## src/rtl/irqc_pkg.sv

```systemverilog
package irqc_pkg;
  // Strobes from the register decode to the datapath
  typedef struct packed {
    logic maskWr;   // replace mask with write data
    logic pendAck;  // write-one-to-clear on pending
  } regStrobe_t;

  localparam int unsigned ADDR_MASK  = 0;
  localparam int unsigned ADDR_PEND  = 1;
  localparam int unsigned ADDR_LEVEL = 2;
endpackage

```

## src/rtl/irqc_sync.sv

```systemverilog
module irqc_sync #(
  parameter int WIDTH  = 32,
  parameter int STAGES = 2
) (
  input  logic             clk,
  input  logic             rstN,
  input  logic [WIDTH-1:0] asyncIn,
  output logic [WIDTH-1:0] syncOut
);
  logic [WIDTH-1:0] chain [STAGES];

  always_ff @(posedge clk or negedge rstN) begin
    if (!rstN) chain[0] <= '0;
    else       chain[0] <= asyncIn;
  end

  for (genvar s = 1; s < STAGES; s++) begin : g_stage
    always_ff @(posedge clk or negedge rstN) begin
      if (!rstN) chain[s] <= '0;
      else       chain[s] <= chain[s-1];
    end
  end

  assign syncOut = chain[STAGES-1];
endmodule

```

## src/rtl/irqc_ctrl.sv

```systemverilog
module irqc_ctrl
  import irqc_pkg::*;
#(
  parameter int ADDR_W = 7
) (
  input  logic              regWrEn,
  input  logic [ADDR_W-1:0] regAddr,
  output regStrobe_t        strobe
);
  always_comb begin
    strobe = '0;
    if (regWrEn) begin
      strobe.maskWr  = (regAddr == ADDR_W'(ADDR_MASK));
      strobe.pendAck = (regAddr == ADDR_W'(ADDR_PEND));
    end
  end
endmodule

```

## src/rtl/irqc_datapath.sv

```systemverilog
module irqc_datapath
  import irqc_pkg::*;
#(
  parameter int NUM_LINES   = 32,
  parameter int CNT_W       = 64,
  parameter int SYNC_STAGES = 2,
  parameter int ADDR_W      = 7
) (
  input  logic                 clk,
  input  logic                 rstN,
  input  logic [NUM_LINES-1:0] lineIn,
  input  regStrobe_t           strobe,
  input  logic [NUM_LINES-1:0] wrData,
  input  logic [ADDR_W-1:0]    rdAddr,
  output logic [NUM_LINES-1:0] rdData,
  output logic [NUM_LINES-1:0] maskQ,
  output logic [NUM_LINES-1:0] pendQ,
  output logic [NUM_LINES-1:0] levelQ,
  output logic                 irqOut
);
  localparam int IDX_W  = $clog2(NUM_LINES);
  localparam int WIDE_W = 2 * NUM_LINES;

  logic [NUM_LINES-1:0] levelPrev;
  logic [NUM_LINES-1:0] riseVec;
  logic [NUM_LINES-1:0] ackVec;
  logic [CNT_W-1:0]     cntQ [NUM_LINES];

  irqc_sync #(.WIDTH(NUM_LINES), .STAGES(SYNC_STAGES)) u_sync (
    .clk(clk), .rstN(rstN), .asyncIn(lineIn), .syncOut(levelQ)
  );

  assign riseVec = levelQ & ~levelPrev;
  assign ackVec  = strobe.pendAck ? wrData : '0;

  always_ff @(posedge clk or negedge rstN) begin
    if (!rstN) begin
      levelPrev <= '0;
      pendQ     <= '0;
      maskQ     <= '0;
      irqOut    <= 1'b0;
    end else begin
      levelPrev <= levelQ;
      // clear first, then the live levels win
      pendQ     <= (pendQ & ~ackVec) | levelQ;
      if (strobe.maskWr) maskQ <= wrData;
      irqOut    <= |(pendQ & maskQ);
    end
  end

  for (genvar n = 0; n < NUM_LINES; n++) begin : g_cnt
    always_ff @(posedge clk or negedge rstN) begin
      if (!rstN)           cntQ[n] <= '0;
      else if (riseVec[n]) cntQ[n] <= cntQ[n] + 1'b1;
    end
  end

  logic [WIDE_W-1:0] cntWide;
  logic [IDX_W-1:0]  cntIdx;

  assign cntIdx = rdAddr[IDX_W:1];

  always_comb begin
    cntWide = '0;
    cntWide[CNT_W-1:0] = cntQ[cntIdx];
  end

  always_comb begin
    rdData = '0;
    if (rdAddr[ADDR_W-1]) begin
      rdData = rdAddr[0] ? cntWide[WIDE_W-1:NUM_LINES] : cntWide[NUM_LINES-1:0];
    end else begin
      case (rdAddr)
        ADDR_W'(ADDR_MASK):  rdData = maskQ;
        ADDR_W'(ADDR_PEND):  rdData = pendQ;
        ADDR_W'(ADDR_LEVEL): rdData = levelQ;
        default:             rdData = '0;
      endcase
    end
  end
endmodule

```

## src/rtl/irq_pending_ctrl.sv

```systemverilog
module irq_pending_ctrl
  import irqc_pkg::*;
#(
  parameter int NUM_LINES   = 32,  // power of two
  parameter int CNT_W       = 64,  // at most 2*NUM_LINES
  parameter int SYNC_STAGES = 2,
  parameter int ADDR_W      = $clog2(NUM_LINES) + 2
) (
  input  logic                 clk,
  input  logic                 rstN,
  input  logic [NUM_LINES-1:0] irqLines,
  input  logic                 regWrEn,
  input  logic [ADDR_W-1:0]    regAddr,
  input  logic [NUM_LINES-1:0] regWrData,
  output logic [NUM_LINES-1:0] regRdData,
  output logic                 irqOut
);
  regStrobe_t           strobe;
  logic [NUM_LINES-1:0] maskQ;
  logic [NUM_LINES-1:0] pendQ;
  logic [NUM_LINES-1:0] levelQ;

  irqc_ctrl #(.ADDR_W(ADDR_W)) u_ctrl (
    .regWrEn(regWrEn), .regAddr(regAddr), .strobe(strobe)
  );

  irqc_datapath #(
    .NUM_LINES(NUM_LINES), .CNT_W(CNT_W),
    .SYNC_STAGES(SYNC_STAGES), .ADDR_W(ADDR_W)
  ) u_dp (
    .clk(clk), .rstN(rstN), .lineIn(irqLines), .strobe(strobe),
    .wrData(regWrData), .rdAddr(regAddr), .rdData(regRdData),
    .maskQ(maskQ), .pendQ(pendQ), .levelQ(levelQ), .irqOut(irqOut)
  );
endmodule

```

## config.mk

```make
export PLATFORM = sky130hd
export DESIGN_NAME = irq_pending_ctrl
export DESIGN_NICKNAME = d
export VERILOG_FILES = /design/src/rtl/irqc_pkg.sv /design/src/rtl/irqc_sync.sv /design/src/rtl/irqc_ctrl.sv /design/src/rtl/irqc_datapath.sv /design/src/rtl/irq_pending_ctrl.sv
export SDC_FILE = /design/constraint.sdc
export NUM_CORES = 2
export LEC_CHECK = 0
export ABC_CLOCK_PERIOD_IN_PS = 5800
export BUFFER_PORTS_ARGS = -buffer_cell sky130_fd_sc_hd__buf_2
export CAP_MARGIN = 10
export CORE_UTILIZATION = 36
export DETAILED_ROUTE_END_ITERATION = 8
export SYNTH_ARGS = -nofsm -noshare
export SYNTH_HDL_FRONTEND = slang
export SYNTH_SLANG_ARGS = --single-unit
```

## constraint.sdc

```tcl
create_clock -name clk -period 5.8 [get_ports clk]
set_input_delay 0.58 -clock clk [delete_from_list [all_inputs] [get_ports clk]]
set_output_delay 0.58 -clock clk [all_outputs]
set_load 0.02 [all_outputs]
```

==> impl_metrics.yaml <==
outcome:
  outcome: "complete, no violations"
placed_design:
  post-dp-hpwl_um: 321000
  gp_congestion: 1.05
  io_buffers: 106
detailed_routing:
  drt-vias-per-instance: 5.77
  vias: 85600
  drtPass1Iterations: 6
  drc: 0
  wl_per_cell_um: 27.8
  wirelength_um: 413000
  drt_iter0_markers: 9486
  detail-route-antenna-nets: 0
cts:
  numCtsBuffers: 242
  clk_pin_slew_ps: 60
  cts_tree: "built"
  cts-resized-gates: 0
  cts_sinks: 2209
  cts_buffer_depth: 4
  clk-insertion-delay-late_ps: 950
  root_buffer: "clkbuf_16"
  ctsHtreeMaxLevel: 4
grt:
  grt_overflow: 0
  grt.total_usage_pct: 26.0
  grt_pass1_vias: 84300
  grt_max_degree: 164
  antenna_found_initial: 41
  grt_pass1_wl_um: 603000
logic_synthesis:
  netlist_instances: 10200
  syn_area_per_cell_um2: 11.1
  synthXorXnorAreaFrac_pct: 15.6
  synth_enable_flop_cells: 0
  synth-simple-area-share_pct: 19.1
  postSynth.asyncResetShare_pct: 100
  synth_top_family_by_area: "simple AND/OR/NAND/NOR gates"
  synth_area_mm2: 0.113
  netlist_top_cells_area: "dfrtp_1 (49%), xnor2_1 (11%), mux4_2 (7.3%)"
  synth-compound-area-share_pct: 3.04
  synth-main-ff-cell: "dfrtp_1"
  synth_top_cell_by_area: "dfrtp_1"
  synth_cell_type_count: 72
  synth_commonest_cells: "dfrtp_1 (2209), xnor2_1 (1363), nand2_1 (952), nand3_1 (733), xor2_1 (653)"
  yosys_warnings: 0
  syn_nets: 10300
  synthAdderAreaFrac_pct: 0.354
  ys_ff_latch: 2209
  synth.most_common_cell: "dfrtp_1"
  yosysTopAreaCellShare_pct: 48.9
  synth_mux_area_share_pct: 11.2
  ys_seq_area_share_pct: 48.9
critical_path:
  crit_path_start_kind: "input pin"
  cp_max_fo: 17
  worstSetupPathType: "input pin to output port"
  reg2reg_to: "u_dp.cntQ[1343]"
  critPathArrivalTime_ps: 5010
  crit_required_ps: 5220
  r2r_setup_slack_ps: 2100
  rr_startpoint: "u_dp.u_sync.syncOut[11]"
  endpoint_kind: "output port"
  reg2reg_depth: 6
min_path:
  hold_path_end: "u_dp.maskQ[24]"
  hp-start: "regWrEn"
  whs_path_depth: 3
  hold_path_class: "input pin to flop"
pwr:
  power_frac_comb_pct: 8.7
  clkPwrFrac_pct: 44.2
  ir_worst_vdd_mv: 0.290
  pwr_density_cell_mw_per_mm2: 281
  pwr-share-seq_pct: 47.1
  p_int_w: 0.0266
  power.leakage_nw: 55.6
  switching_share_pct: 26.5
  switchingPower_w: 0.00958
final_layout:
  syn2layout_area_growth_pct: 13.8
  nets: 10600
  num-fill-cells: 29500
  multiInputGateArea_mm2: 0.0559
  seq_area_mm2: 0.0553
  drive_above_1_share_pct: 12.8
timing:
  max-slew-margin-rel_pct: 6.86
  setup_viol: 0
  fmax_mhz: 179
  rsz0062_at_grt: "no"
  hold_violations: 0
  worst_slew_pin_slew_ps: 1400
  finalCriticalPeriod_ps: 5590
  slew_violations: 0
  hold_slack_ps: 196
  fin_crit_sh_pct: 96.3
  setup-tns-final_ps: 0
  fin_skew_ps: 83.2
die:
  io_pins: 107
  dieArea_mm2: 0.316
  rows: 205
  die_h_um: 562
  die_w_um: 562
  initial_core_util_pct: 36.2
  fp.coreArea_mm2: 0.312
run:
  cap_viol_max_count: 0
## cell type report
| cell class | instances | share of cell area, % |
|---|---|---|
| antenna | 20 | 0.0389 |
| timing repair buffer | 423 | 2.71 |
| inverter | 164 | 0.483 |
| tap | 4140 | 4.03 |
| multi-input combinational | 7451 | 43.4 |
| sequential | 2209 | 43.0 |
| clock buffer | 349 | 5.50 |
| clock inverter | 85 | 0.804 |
## sequential cells by signal, indices dropped and copies added, names as in the netlist
register,flops
u_dp.maskQ,32
u_dp.levelPrev,32
u_dp.u_sync.chain,32
u_dp.u_sync.syncOut,32
u_dp.irqOut,1
u_dp.pendQ,32
u_dp.cntQ,2048
## worst max-delay path: stages
cell and delay (ps):
buf_2 390, buf_4 320, nand2b_1 750, buf_4 300, a211oi_1 60, a211oi_1 820
a211oi_1 290, buf_2 260, nor3_1 900, buf_2 320
## per-layer routing
metal,global-route usage (%),up-vias,part of all wire (%)
li1,-,37000,-
met1,34.0,44300,41
met2,39.9,3473,45
met3,5.48,832,7.9
met4,14.8,16,6.6
met5,0,-,0.024
## worst max-delay path by stage
stage,startpoint,end,slack [ps],cells after the start
2_1_floorplan,regAddr[4],regRdData[10],2490,8
3_3_place_gp,regAddr[1],regRdData[11],190,9
3_5_place_dp,regAddr[4],regRdData[21],450,9
4_1_cts,regAddr[4],regRdData[21],420,9
5_1_grt,regAddr[1],regRdData[11],390,10
6_report,regAddr[4],regRdData[21],210,10
## stage by stage
stage          instances  power, W  area (um2)  util (%)  setup WS, ps
3_5_place_dp       14300    0.0204      120000      38.4           450
6_report           14800    0.0361      129000      41.2           213
5_1_grt            14800    0.0373      129000      41.2           394
2_1_floorplan      10200    0.0187      113000         -          2490
3_3_place_gp       14300    0.0203      120000      38.4           194
4_1_cts            14800    0.0364      129000      41.2           423
## power by group through the flow
stage / Clock [W] / Combinational, W / Sequential (W)
floorplan: 0 / 0.00176 / 0.0170
global route: 0.0168 / 0.00337 / 0.0171
finish: 0.0160 / 0.00314 / 0.0170
detailed placement: 0 / 0.00307 / 0.0173
CTS: 0.0162 / 0.00312 / 0.0170
global placement: 0 / 0.00299 / 0.0173
## what timing repair did
item                                    4_1_cts  5_1_grt
setup buffers                                 0        0
hold buffers                                 65        0
hold endpoints to repair                    209        0
endpoints found under the setup margin        0        0
## cells by family (layout without fill, tap and decap cells)
group / after synthesis / after routing
and+or+nand+nor: 4114 / 4114
DFF: 2209 / 2209
xor gates and xnor gates: 2016 / 2016
muxes: 786 / 786
AOI/OAI and AO/OA: 503 / 503
buffers and inverters: 501 / 1021
adders and majority gates: 32 / 32
other: 0 / 20
## placed cells by master (no fill, tap or decap), types with 43 or more instances in the layout
cell type,Yosys,layout
a211oi_1,91,87
mux4_2,368,368
a221oi_1,43,43
nand3_1,733,733
clkbuf_1,195,46
inv_1,163,163
dlygate4sd3_1,0,65
mux2i_1,272,272
mux2_2,146,146
clkinv_2,0,49
and2_1,86,85
xnor2_1,1363,1363
buf_2,103,105
a21oi_1,76,76
o22ai_1,73,73
dfrtp_1,2209,2209
buf_4,4,216
and4_1,189,189
nor4_1,113,105
nor2_1,593,590
nor2b_1,89,86
clkbuf_8,0,60
and3_1,323,323
clkbuf_16,0,243
xor2_1,653,653
nor3_1,274,268
o21ai_0,76,76
nand2_1,952,951
nand4_1,534,534
Note: power is estimated with default switching activity, not from simulation.
